**src/rtl/irq_agg_pkg.sv**
```systemverilog
package irq_agg_pkg;

  // Byte offsets of the three word registers
  localparam int unsigned OFF_CLEAR  = 32'h10;
  localparam int unsigned OFF_MASK   = 32'h14;
  localparam int unsigned OFF_STATUS = 32'h1C;

  // Register decode result
  typedef enum logic [1:0] {
    REG_NONE   = 2'd0,
    REG_CLEAR  = 2'd1,
    REG_MASK   = 2'd2,
    REG_STATUS = 2'd3
  } reg_sel_e;

endpackage

```
**src/rtl/irq_agg_rst_sync.sv**
```systemverilog
module irq_agg_rst_sync #(
  parameter int unsigned STAGES = 2
) (
  input  logic clk,
  input  logic arst_n,
  output logic rst_n_o
);

  localparam int unsigned LAST = STAGES - 1;

  logic [STAGES-1:0] chain_q;
  logic [STAGES-1:0] chain_d;

  // Shift ones in after release; assert is immediate through the async path
  always_comb begin
    chain_d = {chain_q[STAGES-2:0], 1'b1};
  end

  always_ff @(posedge clk or negedge arst_n) begin
    if (!arst_n) begin
      chain_q <= '0;
    end else begin
      chain_q <= chain_d;
    end
  end

  assign rst_n_o = chain_q[LAST];

endmodule

```
**src/rtl/irq_agg_sync.sv**
```systemverilog
module irq_agg_sync #(
  parameter int unsigned WIDTH  = 32,
  parameter int unsigned STAGES = 2
) (
  input  logic             clk,
  input  logic             rst_n,
  input  logic [WIDTH-1:0] async_i,
  output logic [WIDTH-1:0] sync_o
);

  localparam int unsigned LAST = STAGES - 1;

  logic [STAGES-1:0][WIDTH-1:0] stage_q;
  logic [STAGES-1:0][WIDTH-1:0] stage_d;

  always_comb begin
    stage_d[0] = async_i;
    for (int s = 1; s < int'(STAGES); s++) begin
      stage_d[s] = stage_q[s-1];
    end
  end

  always_ff @(posedge clk or negedge rst_n) begin
    if (!rst_n) begin
      stage_q <= '0;
    end else begin
      stage_q <= stage_d;
    end
  end

  assign sync_o = stage_q[LAST];

endmodule

```
**src/rtl/irq_agg_regs.sv**
```systemverilog
module irq_agg_regs
  import irq_agg_pkg::*;
#(
  parameter int unsigned NUM_SRC = 32,
  parameter int unsigned ADDR_W  = 8,
  parameter int unsigned DATA_W  = 32
) (
  input  logic               clk,
  input  logic               rst_n,
  input  logic               bus_sel_i,
  input  logic               bus_write_i,
  input  logic [ADDR_W-1:0]  bus_addr_i,
  input  logic [DATA_W-1:0]  bus_wdata_i,
  input  logic [NUM_SRC-1:0] pend_i,
  output logic [DATA_W-1:0]  bus_rdata_o,
  output logic [NUM_SRC-1:0] mask_o,
  output logic [NUM_SRC-1:0] clr_o
);

  localparam logic [ADDR_W-1:0] A_CLEAR  = ADDR_W'(OFF_CLEAR);
  localparam logic [ADDR_W-1:0] A_MASK   = ADDR_W'(OFF_MASK);
  localparam logic [ADDR_W-1:0] A_STATUS = ADDR_W'(OFF_STATUS);

  reg_sel_e           reg_sel;
  logic               wr_act;
  logic               rd_act;
  logic               mask_en;
  logic               clr_en;
  logic [NUM_SRC-1:0] mask_q;
  logic [NUM_SRC-1:0] mask_d;
  logic [NUM_SRC-1:0] clr_q;
  logic [NUM_SRC-1:0] clr_d;
  logic [DATA_W-1:0]  rdata;

  // Address decode
  always_comb begin
    unique case (bus_addr_i)
      A_CLEAR:  reg_sel = REG_CLEAR;
      A_MASK:   reg_sel = REG_MASK;
      A_STATUS: reg_sel = REG_STATUS;
      default:  reg_sel = REG_NONE;
    endcase
  end

  assign wr_act = bus_sel_i &  bus_write_i;
  assign rd_act = bus_sel_i & ~bus_write_i;

  // Next state and clock enables
  always_comb begin
    mask_en = wr_act && (reg_sel == REG_MASK);
    clr_en  = wr_act && (reg_sel == REG_CLEAR);
    mask_d  = bus_wdata_i[NUM_SRC-1:0];
    clr_d   = bus_wdata_i[NUM_SRC-1:0];
  end

  always_ff @(posedge clk or negedge rst_n) begin
    if (!rst_n) begin
      mask_q <= '1;
    end else if (mask_en) begin
      mask_q <= mask_d;
    end
  end

  always_ff @(posedge clk or negedge rst_n) begin
    if (!rst_n) begin
      clr_q <= '0;
    end else if (clr_en) begin
      clr_q <= clr_d;
    end
  end

  // Read mux, zero-extended, zero for unmapped offsets
  always_comb begin
    rdata = '0;
    if (rd_act) begin
      unique case (reg_sel)
        REG_CLEAR:  rdata = DATA_W'(clr_q);
        REG_MASK:   rdata = DATA_W'(mask_q);
        REG_STATUS: rdata = DATA_W'(pend_i);
        default:    rdata = '0;
      endcase
    end
  end

  assign bus_rdata_o = rdata;
  assign mask_o      = mask_q;
  assign clr_o       = clr_q;

  // a mask write lands exactly the written bits
  p_mask_write_r2 : assert property (@(posedge clk) disable iff (!rst_n)
    (bus_sel_i && bus_write_i && bus_addr_i == A_MASK)
      |=> (mask_q == $past(bus_wdata_i[NUM_SRC-1:0])));

  // a clear write lands exactly the written bits
  p_clear_write_r3 : assert property (@(posedge clk) disable iff (!rst_n)
    (bus_sel_i && bus_write_i && bus_addr_i == A_CLEAR)
      |=> (clr_q == $past(bus_wdata_i[NUM_SRC-1:0])));

  // writing the status offset changes neither control register
  p_status_write_ignored_r8 : assert property (@(posedge clk) disable iff (!rst_n)
    (bus_sel_i && bus_write_i && bus_addr_i == A_STATUS)
      |=> ($stable(mask_q) && $stable(clr_q)));

endmodule

```
**src/rtl/irq_agg_pending.sv**
```systemverilog
module irq_agg_pending #(
  parameter int unsigned NUM_SRC = 32
) (
  input  logic               clk,
  input  logic               rst_n,
  input  logic [NUM_SRC-1:0] src_i,
  input  logic [NUM_SRC-1:0] clr_i,
  input  logic [NUM_SRC-1:0] mask_i,
  output logic [NUM_SRC-1:0] pend_o,
  output logic               irq_o
);

  logic [NUM_SRC-1:0] pend_q;
  logic [NUM_SRC-1:0] pend_d;
  logic               irq_q;
  logic               irq_d;

  // Per-source capture: held clear wins over a live request
  for (genvar i = 0; i < int'(NUM_SRC); i++) begin : g_src
    assign pend_d[i] = ~clr_i[i] & (pend_q[i] | src_i[i]);
  end

  assign irq_d = |(pend_q & ~mask_i);

  always_ff @(posedge clk or negedge rst_n) begin
    if (!rst_n) begin
      pend_q <= '0;
    end else begin
      pend_q <= pend_d;
    end
  end

  always_ff @(posedge clk or negedge rst_n) begin
    if (!rst_n) begin
      irq_q <= 1'b0;
    end else begin
      irq_q <= irq_d;
    end
  end

  assign pend_o = pend_q;
  assign irq_o  = irq_q;

  // a source whose clear bit was high cannot be pending afterwards
  p_clear_blocks_r5 : assert property (@(posedge clk) disable iff (!rst_n)
    (clr_i != '0) |=> ((pend_q & $past(clr_i)) == '0));

  // pending bits never drop unless their clear bit was high
  p_sticky_r4 : assert property (@(posedge clk) disable iff (!rst_n)
    (pend_q != '0) |=> (($past(pend_q) & ~$past(clr_i) & ~pend_q) == '0));

  // a pending bit only rises when its synchronized request was high
  p_set_needs_src_r4 : assert property (@(posedge clk) disable iff (!rst_n)
    1'b1 |=> ((pend_q & ~$past(pend_q) & ~$past(src_i)) == '0));

  // with every source masked the output is low one edge later
  p_all_masked_quiet_r7 : assert property (@(posedge clk) disable iff (!rst_n)
    (mask_i == '1) |=> !irq_q);

endmodule

```
**src/rtl/irq_aggregator.sv**
```systemverilog
module irq_aggregator #(
  parameter int unsigned NUM_SRC     = 32,
  parameter int unsigned ADDR_W      = 8,
  parameter int unsigned DATA_W      = 32,
  parameter int unsigned SYNC_STAGES = 2,
  parameter int unsigned RST_STAGES  = 2
) (
  input  logic               clk,
  input  logic               arst_n,
  input  logic [NUM_SRC-1:0] irq_src_i,
  input  logic               bus_sel_i,
  input  logic               bus_write_i,
  input  logic [ADDR_W-1:0]  bus_addr_i,
  input  logic [DATA_W-1:0]  bus_wdata_i,
  output logic [DATA_W-1:0]  bus_rdata_o,
  output logic               irq_o
);

  logic               rst_n;
  logic [NUM_SRC-1:0] src_sync;
  logic [NUM_SRC-1:0] pend;
  logic [NUM_SRC-1:0] mask;
  logic [NUM_SRC-1:0] clr;

  irq_agg_rst_sync #(
    .STAGES (RST_STAGES)
  ) u_rst_sync (
    .clk     (clk),
    .arst_n  (arst_n),
    .rst_n_o (rst_n)
  );

  irq_agg_sync #(
    .WIDTH  (NUM_SRC),
    .STAGES (SYNC_STAGES)
  ) u_sync (
    .clk     (clk),
    .rst_n   (rst_n),
    .async_i (irq_src_i),
    .sync_o  (src_sync)
  );

  irq_agg_regs #(
    .NUM_SRC (NUM_SRC),
    .ADDR_W  (ADDR_W),
    .DATA_W  (DATA_W)
  ) u_regs (
    .clk         (clk),
    .rst_n       (rst_n),
    .bus_sel_i   (bus_sel_i),
    .bus_write_i (bus_write_i),
    .bus_addr_i  (bus_addr_i),
    .bus_wdata_i (bus_wdata_i),
    .pend_i      (pend),
    .bus_rdata_o (bus_rdata_o),
    .mask_o      (mask),
    .clr_o       (clr)
  );

  irq_agg_pending #(
    .NUM_SRC (NUM_SRC)
  ) u_pending (
    .clk    (clk),
    .rst_n  (rst_n),
    .src_i  (src_sync),
    .clr_i  (clr),
    .mask_i (mask),
    .pend_o (pend),
    .irq_o  (irq_o)
  );

endmodule

```
**config.mk**
```make
export PLATFORM = sky130hd
export DESIGN_NAME = irq_aggregator
export DESIGN_NICKNAME = d
export VERILOG_FILES = /design/src/rtl/irq_agg_pkg.sv /design/src/rtl/irq_agg_rst_sync.sv /design/src/rtl/irq_agg_sync.sv /design/src/rtl/irq_agg_regs.sv /design/src/rtl/irq_agg_pending.sv /design/src/rtl/irq_aggregator.sv
export SDC_FILE = /design/constraint.sdc
export NUM_CORES = 1
export LEC_CHECK = 0
export ABC_AREA = 1
export CAP_MARGIN = 20
export CORE_ASPECT_RATIO = 1.75
export CORE_MARGIN = 4
export CORE_UTILIZATION = 30
export DETAILED_ROUTE_END_ITERATION = 10
export HOLD_SLACK_MARGIN = 0.15
export PLACE_DENSITY = 0.48
export SETUP_SLACK_MARGIN = 0.1
export SYNTH_ARGS = -nofsm -noshare
export SYNTH_HDL_FRONTEND = slang
export SYNTH_SLANG_ARGS = --single-unit
```
**constraint.sdc**
```tcl
create_clock -name clk -period 4.9 [get_ports clk]
set_clock_uncertainty 0.05 [all_clocks]
set_input_delay 0.98 -clock clk [delete_from_list [all_inputs] [get_ports clk]]
set_output_delay 0.98 -clock clk [all_outputs]
set_load 0.01 [all_outputs]
```
; ---- After elaboration in Yosys (flattened, before gate mapping)
; Index checks and enable logic that the tools add are counted.
[classes]
eq_ne = 6
mux = 3
bitwise = 101
n_reduce_logical = 3
[op_table]
columns = cell, n
row1 = one-hot mux 32 bit (3 select lines), 1
row2 = bitwise AND 1 bit, 34
row3 = inverter 1 bit, 33
row4 = bitwise AND 32 bit, 1
row5 = 2-to-1 mux 32 bit, 1
row6 = inverter 32 bit, 1
row7 = bitwise OR 1 bit, 32
row8 = OR reduction 32 bit, 1
row9 = "== test 8 x 5 -> 1 bit, second input constant", 3
row10 = one-hot mux 2 bit (3 select lines), 1
row11 = "== test 2 bit, second input constant", 2
row12 = "== test 2 x 1 -> 1 bit, second input constant", 1
row13 = logical AND 1 bit, 2
[totals]
reg_bits = 163

; ---- Depth between registers and ports, before layout
; Gate-level depths: netlist of run 1.
[depth]
ltp_word = 5
mapped_depth = 9
mapped_depth_nobuf = 7

; ---- Hierarchy
; From an unflattened synthesis of run 1, not the netlist that was laid out.
[hier_totals]
hier_cells = 772
area_unflattened_um2 = 6812.8
[by_module_without_submodules]
columns = mod, n_inst, cells_per_inst, area_per_inst_um2, seq_area_each_um2
row1 = irq_agg_regs, 1, 516, 3742.3, 1641.6
row2 = irq_agg_sync, 1, 64, 1601.5, 1601.5
row3 = irq_agg_pending, 1, 189, 1415.1, 825.8
row4 = irq_agg_rst_sync, 1, 3, 53.8, 50.0

; ---- Least setup slack after synthesis of run 1
; OpenSTA, ideal clock, no wires.
[synth_timing]
path_type = input port to output port
start = input port bus_addr_i[5]
end = output port bus_rdata_o[21]
arrival_ns = 1.864
setup_slack_ns = 2.006
path_stages = 9
path_buffers = 2
path_cell_list = inv_2 > nand2_1 > nor2_4 > buf_4 > buf_4 > nand3_1 > nand3_1 > nand2_1 > inv_1
[synth_via]
elab_chain_len = 5
[synth_rtl]
columns = element, line_no
row1 = "start, declared", irq_aggregator.sv:13  ; input logic [ADDR_W-1:0] bus_addr_i,
row2 = == test 8 x 5 -> 1 bit, irq_agg_regs.sv:37  ; unique case (bus_addr_i)
row3 = one-hot mux 2 bit (3 select lines) *, irq_agg_regs.sv:37
row4 = == test 2 bit / == test 2 x 1 -> 1 bit (equally long branches), irq_agg_regs.sv:76  ; unique case (reg_sel)
row5 = one-hot mux 32 bit (3 select lines) *, irq_agg_regs.sv:76
row6 = 2-to-1 mux 32 bit *, irq_agg_regs.sv:75  ; if (rd_act) begin
row7 = "end, declared", irq_aggregator.sv:15  ; output logic [DATA_W-1:0] bus_rdata_o,
; Mark *: on every way between the ends. The rest lies on a longest branch, timed or not.

; ---- Worst setup path after layout of run 1
[layout_timing]
start = input port bus_addr_i[1]
end = output port bus_rdata_o[2]
; Same word-level chain as after synthesis.

==> flow_summary_export.csv, run 1 <==
group,metric,value,unit
layout,area.growth.synth_to_final,29.9,%
floorplanning,fp.dieW,121,um
clock_network,ctsRootBufferMaster,"sky130_fd_sc_hd__clkbuf_16",
floorplanning,die_height,205,um
placed_design,place_worst_setup_slack,0.594,ns
floorplanning,design.core.area,21700,sq um
sta,timing.hold.ws,0.282,ns
global_route,first_global_vias,5219,
clock_network,tritoncts,"done",
sta,tightestPinTransition,1.06,ns
yosys,synth-edff-count,0,
yosys,synthesis.instances,739,
critical_path,critPathMaxStageDelay,0.53,ns
critical_path,r2r_start,"u_rst_sync.chain_q[1]$_DFF_PN0_",
yosys,synth-seq-area-share,62.0,%
yosys,netlist.area_leader.share,49.3,%
run_status,run_status,"complete, no violations",
yosys,syn_nets,815,
floorplanning,die-area,24700,sq um
pwr,powerDensity,349,nW/um^2
critical_path,startpoint_class,"input pin",
placed_design,io_buffers,108,
placed_design,post-dp-hpwl,11200,um
floorplanning,floorplan.io_pins,109,
route,final_antenna_net_count,0,
sta,rsz0062_at_grt,"false",
sta,final-hold-violation-count,0,
layout,nets,918,
sta,max-slew-margin-rel,29.3,%
critical_path,path_buf_inv,5,
critical_path,path_delay_family,"buffers and inverters",
clock_network,worst_setup_hold_path_clk_slew,0.06,ns
yosys,most_frequent_cells_after_synthesis,"sky130_fd_sc_hd__nand2_1, sky130_fd_sc_hd__dfrtp_1, sky130_fd_sc_hd__nand3_1",
floorplanning,starting_density,30.7,%
yosys,async_reset_ff_share,100,%
critical_path,required,3.87,ns
clock_network,post_cts_resize_count,0,
critical_path,critical_path.endpoint_type,"primary output",
clock_network,cts.sink_count,163,
yosys,cell_with_the_most_instances_after_synthesis,"sky130_fd_sc_hd__nand2_1",
clock_network,postCtsSetupRepairBufs,0,
clock_network,post_cts_hold_buffer_count,0,
global_route,track_usage,15.2,%
yosys,ys.warnings.count,0,
clock_network,cts_made_buffers,17,
placed_design,gpl.final_weighted_congestion,0.754,
clock_network,clockBufferDepth,2,
global_route,antenna_found_initial,0,
critical_path,worst-setup-path-type,"in2out",
yosys,netlist_area_before_placement,6650,sq um
sta,finalCriticalPeriod,4.26,ns
floorplanning,rows,71,
route,routed_wl,17900,um
sta,final_min_period_over_clock_period,86.8,%
global_route,global_route.overflow_total,0,
route,remaining_drc_errors,0,
layout,antennaDiodeCount,0,
global_route,grt_first_pass_wirelength,28500,um
yosys,synth_flop_cell,"sky130_fd_sc_hd__dfrtp_1",
pwr,p_leak,4.14,nW
flow_run,maxCapViolCount,0,
sta,fmaxAchievable,0.235,GHz
yosys,postSynthAreaPerCell,8.99,sq um
critical_path,crit_slowest_cell,"sky130_fd_sc_hd__clkdlybuf4s50_1",
critical_path,worstPathCellList,"clkdlybuf4s50_1 > inv_2 > nand2_1 > nor2_4 > buf_4 > nand3_1 > nand3_1 > nand2_1 > inv_1 > clkdlybuf4s50_1",
critical_path,worstPathMaxFanout,16,
yosys,synth.ff_latch_count,163,
clock_network,htree_levels,4,
yosys,yosys-top-cells-area,"sky130_fd_sc_hd__dfrtp_1, sky130_fd_sc_hd__dfstp_2, sky130_fd_sc_hd__nand2_1",
route,vias,5155,
route,post_drt_wl_per_cell,15.6,um
route,drt_first_pass_iters,4,
yosys,yosys.area.top_type,"sky130_fd_sc_hd__dfrtp_1",
pwr,peak_supply_drop,0.000203,V
hold_path,worst_hold_path_class,"reg2async",
sta,setup_slack,0.645,ns
critical_path,cp-startpoint,"bus_addr_i[1]",
global_route,largest_net_degree_at_the_start_of_global_routing,162,
sta,setup_viol,0,
sta,timing_max_transition_violations_final,0,
route,route.detailed.vias_per_inst,4.49,
clock_network,insertion_delay,0.43,ns
critical_path,worst_ep_arrival_time,3.23,ns
layout,post_route_cells_drive_above_1_share,10.5,%
yosys,ys_types,20,
route,drtIter0Drc,380,
sta,setup_total_negative_slack,0,ns
worst paths after layout:
kind	end	slack, ns	cells after the start
min reg2reg	u_sync.stage_d[48]$_DFF_PN0_	0.28	1
max reg2reg	u_sync.sync_o[30]$_DFF_PN0_	3.61	1
max in group asynchronous	u_sync.sync_o[30]$_DFF_PN0_	3.61	1
min in group clk	u_sync.sync_o[14]$_DFF_PN0_	0.30	0
max	bus_rdata_o[2]	0.64	10
min	u_sync.stage_d[48]$_DFF_PN0_	0.28	1
sequential cells by signal, summed over array words and instances, names as in the netlist:
name	flops
u_regs.clr_o	32
u_pending.pend_o	32
u_sync.stage_d	32
u_regs.mask_o	32
u_rst_sync.chain_q	2
u_pending.irq_o	1
u_sync.sync_o	32
metal layers:
metal / global-route usage [%] / wire [um] / vias to the layer above / part of all wire [%]
met5: 0 / 0 / - / 0
met4: 5.15 / 261 / 0 / 1.5
met3: 3.62 / 766 / 14 / 4.3
met2: 25.5 / 9050 / 106 / 50
met1: 19.1 / 7870 / 2490 / 44
li1: - / - / 2545 / -
metrics by stage:
step / util [%] / total power, mW / instances / area, sq um
final: 39.8 / 3.01 / 1147 / 8630
after detailed placement: 37.1 / 1.69 / 1115 / 8040
after CTS: 39.8 / 3.06 / 1147 / 8630
after global placement: 37.1 / 1.69 / 1115 / 8040
after floorplan: - / 1.56 / 739 / 6650
after global routing: 39.8 / 3.14 / 1147 / 8630
power by group:
group	total, mW	switching, mW	leakage (nW)	internal, mW
clock network	1.36	0.591	0.280	0.766
logic	0.204	0.112	2.01	0.0915
registers	1.45	0.0339	1.85	1.42
total	3.01	0.737	4.14	2.28
logic make-up (layout without fill, tap and decap cells):
group | Yosys count | after routing | synth area share [%]
AND/OR/NAND/NOR | 401 | 401 | 25.7
other | 1 | 1 | 0.0564
buffers and inverters | 109 | 225 | 7.34
AO/OA/AOI/OAI | 65 | 65 | 4.89
flip-flops | 163 | 163 | 62.0
layout by cell type, fill, tap and decap left out:
cell type                         count
sky130_fd_sc_hd__buf_12               3
sky130_fd_sc_hd__buf_4               10
sky130_fd_sc_hd__bufinv_16            2
sky130_fd_sc_hd__clkbuf_16           17
sky130_fd_sc_hd__clkdlybuf4s50_1    108
sky130_fd_sc_hd__clkinv_4             1
sky130_fd_sc_hd__clkinvlp_4           4
sky130_fd_sc_hd__conb_1               1
sky130_fd_sc_hd__dfrtp_1            130
sky130_fd_sc_hd__dfrtp_4              1
sky130_fd_sc_hd__dfstp_2             32
sky130_fd_sc_hd__inv_1               69
sky130_fd_sc_hd__inv_2                3
sky130_fd_sc_hd__inv_6                7
sky130_fd_sc_hd__inv_8                1
sky130_fd_sc_hd__nand2_1            188
sky130_fd_sc_hd__nand2_2              2
sky130_fd_sc_hd__nand3_1            128
sky130_fd_sc_hd__nand4_1              1
sky130_fd_sc_hd__nor2_1              75
sky130_fd_sc_hd__nor2_4               5
sky130_fd_sc_hd__nor2_8               1
sky130_fd_sc_hd__nor3_2               1
sky130_fd_sc_hd__o21ai_0             35
sky130_fd_sc_hd__o21ai_1             30
area by class of cell:
type	count	area [sq um]
Clock inverter	15	171
Multi-Input combinational cell	467	2060
Sequential cell	163	4120
Inverter	72	270
Timing Repair Buffer	121	1220
Tap cell	292	365
Fill cell	2237	13000
Clock buffer	17	425
Power figures use the tool's default switching activity.
==> inputs of run 2 (changes only) <==
- TNS_END_PERCENT: unset -> 50
==> results of run 2 <==
Final layout, timing and power as in run 1 (identical DEF).
==> inputs of run 3 (changes only) <==
- ABC_AREA: 1 -> unset
==> run 3 against run 2 <==
Net effect:
- synthesized area down 4.1%
- global-route usage decreased by 1.4 points
- hold slack lost 0.029 ns
- core utilization about the same
- clock-buffer cell count increased by 5
- via count fell by 23%
- critical path depth down 3
- worst setup slack better by 0.15 ns
- total power rose by 0.27%
- largest cell class unchanged
- largest power group unchanged
==> flow_summary_export.csv, run 3 <==
group,metric,value,unit
yosys,synth_compound_area_share,4.16,%
floorplanning,die-area,23700,sq um
global_route,global_route.overflow_total,0,
yosys,yosys.area.top_type,"sky130_fd_sc_hd__dfrtp_1",
pwr,switching_share,21.2,%
global_route,first_global_vias,4473,
sta,setup_viol,0,
yosys,synth-edff-count,0,
clock_network,post_cts_resize_count,0,
critical_path,critPathMostFrequentCell,"sky130_fd_sc_hd__clkdlybuf4s50_1",
route,drt_first_pass_iters,5,
layout,post_route_cells_drive_above_1_share,21.7,%
sta,setup_slack,0.795,ns
route,final_antenna_net_count,0,
yosys,dominant_combinational_cell_family_by_area_after_synthesis,"multiplexers",
critical_path,worst_ep_arrival_time,3.07,ns
sta,final-hold-violation-count,0,
clock_network,cts_made_buffers,17,
sta,setup_total_negative_slack,0,ns
yosys,synthMuxAreaShare,18.1,%
route,post_drt_wl_per_cell,17.6,um
yosys,netlist_area_before_placement,6370,sq um
yosys,async_reset_ff_share,100,%
sta,rsz0062_at_grt,"false",
floorplanning,rows,70,
placed_design,io_buffers,108,
yosys,most_frequent_cells_after_synthesis,"sky130_fd_sc_hd__dfrtp_1, sky130_fd_sc_hd__nor2_1, sky130_fd_sc_hd__a21oi_1, sky130_fd_sc_hd__inv_1",
floorplanning,starting_density,30.4,%
clock_network,cts.sink_count,163,
critical_path,r2r_start,"u_regs.mask_o[15]$_DFFE_PN1P_",
sta,finalCriticalPeriod,4.10,ns
floorplanning,design.core.area,20900,sq um
clock_network,ctsRootBufferMaster,"sky130_fd_sc_hd__clkbuf_16",
sta,tightestPinTransition,0.934,ns
pwr,comb_power_share,5.8,%
clock_network,tritoncts,"done",
yosys,synth.ff_latch_count,163,
pwr,switch_pwr,641,uW
yosys,ys_types,23,
critical_path,critical_path.endpoint_type,"primary output",
global_route,grt_first_pass_wirelength,25000,um
clock_network,worst_setup_hold_path_clk_slew,0.06,ns
global_route,antenna_found_initial,0,
layout,area.growth.synth_to_final,30.9,%
placed_design,numPlacedInstances,852,
critical_path,ff2ff_setup_slack,3.39,ns
sta,final_min_period_over_clock_period,83.8,%
layout,finish.cell_count_without_fillers,884,
placed_design,gpl.final_weighted_congestion,0.767,
pwr,p_leak,3.84,nW
placed_design,place_worst_setup_slack,0.701,ns
pwr,peak_supply_drop,0.000219,V
critical_path,crit-reg2reg-capture,"u_pending.irq_o$_DFF_PN0_",
sta,timing_max_transition_violations_final,0,
yosys,synth-xor-area-share,0,%
pwr,pwr-share-clk,46.3,%
floorplanning,die_height,201,um
critical_path,worstPathMaxFanout,15,
floorplanning,fp.dieW,118,um
clock_network,insertion_delay,0.42,ns
pwr,power_frac_seq,47.9,%
clock_network,postCtsSetupRepairBufs,0,
yosys,synth-seq-area-share,64.6,%
yosys,simple_gate_area_share_of_the_yosys_netlist,9.09,%
sta,fmaxAchievable,0.244,GHz
hold_path,worst_hold_path_class,"reg2async",
yosys,synth_flop_cell,"sky130_fd_sc_hd__dfrtp_1",
placed_design,post-dp-hpwl,10700,um
clock_network,post_cts_hold_buffer_count,0,
yosys,syn_nets,580,
critical_path,crit_slowest_cell,"sky130_fd_sc_hd__clkdlybuf4s50_1",
sta,max-slew-margin-rel,37.6,%
critical_path,reg2regPathDepth,3,
critical_path,worstPathCellList,"clkdlybuf4s50_1 > nor4b_1 > and3_2 > nand2_1 > buf_4 > nor2_1 > clkdlybuf4s50_1",
yosys,netlist.area_leader.share,51.4,%
clock_network,clockBufferDepth,2,
layout,commonest_non_fill_non_tap_cells_in_the_layout,"sky130_fd_sc_hd__nor2_1, sky130_fd_sc_hd__dfrtp_1, sky130_fd_sc_hd__clkdlybuf4s50_1",
pwr,powerDensity,362,nW/um^2
route,remaining_drc_errors,0,
global_route,largest_net_degree_at_the_start_of_global_routing,125,
yosys,synth-adder-area-share,0,%
placed_design,dpl_cell_area,7730,sq um
critical_path,critPathMaxStageDelay,0.58,ns
route,vias,3978,
floorplanning,floorplan.io_pins,109,
yosys,cell_with_the_most_instances_after_synthesis,"sky130_fd_sc_hd__dfrtp_1",
clock_network,htree_levels,4,
critical_path,worst-setup-path-type,"in2out",
pwr,internal_pwr_total,2.38,mW
yosys,yosys-top-cells-area,"sky130_fd_sc_hd__dfrtp_1, sky130_fd_sc_hd__dfstp_2, sky130_fd_sc_hd__nor2_1",
run_status,run_status,"complete, no violations",
critical_path,required,3.87,ns
route,drtIter0Drc,131,
yosys,ys.warnings.count,0,
yosys,postSynthAreaPerCell,12.6,sq um
layout,nets,695,
layout,antennaDiodeCount,0,
route,routed_wl,15500,um
critical_path,startpoint_class,"input pin",
global_route,track_usage,13.8,%
route,route.detailed.vias_per_inst,4.50,
sta,timing.hold.ws,0.254,ns
flow_run,maxCapViolCount,0,
yosys,synthesis.instances,504,
layout,post_route_cell_area,8350,sq um
-- run 3: worst max path at each step --
stage	slack, ns	start	to
after floorplan	1.82	bus_addr_i[3]	bus_rdata_o[10]
after global placement	0.77	bus_addr_i[5]	bus_rdata_o[5]
after detailed placement	0.70	bus_addr_i[5]	bus_rdata_o[5]
after CTS	0.68	bus_addr_i[5]	bus_rdata_o[5]
after global routing	0.62	bus_addr_i[5]	bus_rdata_o[5]
final	0.80	bus_addr_i[5]	bus_rdata_o[2]
-- run 3: cell type report --
cell class              count  area (sq um)
clock buffers              22           464
clock inverters            10           154
fillers                  1977         12600
inverters                  33           124
multi-input cells         287          2000
flip-flops and latches    163          4120
well taps                 252           315
repair buffers            117          1160
-- run 3: per-layer routing --
layer  GRT usage [%]  up-vias  wire length (um)
met5               0        -                 0
met4            6.46        0               416
met3            3.33       23               504
met2            23.4       86              8100
met1            16.2     1969              6500
li1                -     1900                 -
-- run 3: per-stage QoR --
| step | total power, mW | utilization [%] |
|---|---|---|
| 2_1_floorplan | 1.54 | - |
| 3_3_place_gp | 1.65 | 36.8 |
| 3_5_place_dp | 1.65 | 36.9 |
| 4_1_cts | 3.07 | 39.9 |
| 5_1_grt | 3.15 | 39.9 |
| 6_report | 3.02 | 39.9 |
-- run 3: logic make-up (layout without fill, tap and decap cells) --
| family | after synthesis | count (layout) |
|---|---|---|
| and+or+nand+nor | 141 | 141 |
| DFF | 163 | 163 |
| buffers and inverters | 54 | 182 |
| muxes | 96 | 96 |
| other | 1 | 1 |
| AOI/OAI and AO/OA | 49 | 49 |
-- run 3: power by group through the flow --
stage	combinational (mW)	sequential, mW	clock (mW)
floorplan	0.0700	1.47	0
detailed placement	0.180	1.47	0
global placement	0.179	1.47	0
global route	0.195	1.45	1.50
CTS	0.181	1.45	1.44
finish	0.176	1.45	1.40
-- run 3: worst max-delay path, delay by kind of cell --
kind	cells	cell delay [ns]
buffers and inverters	3	1.18
AND/OR/NAND/NOR	4	0.91
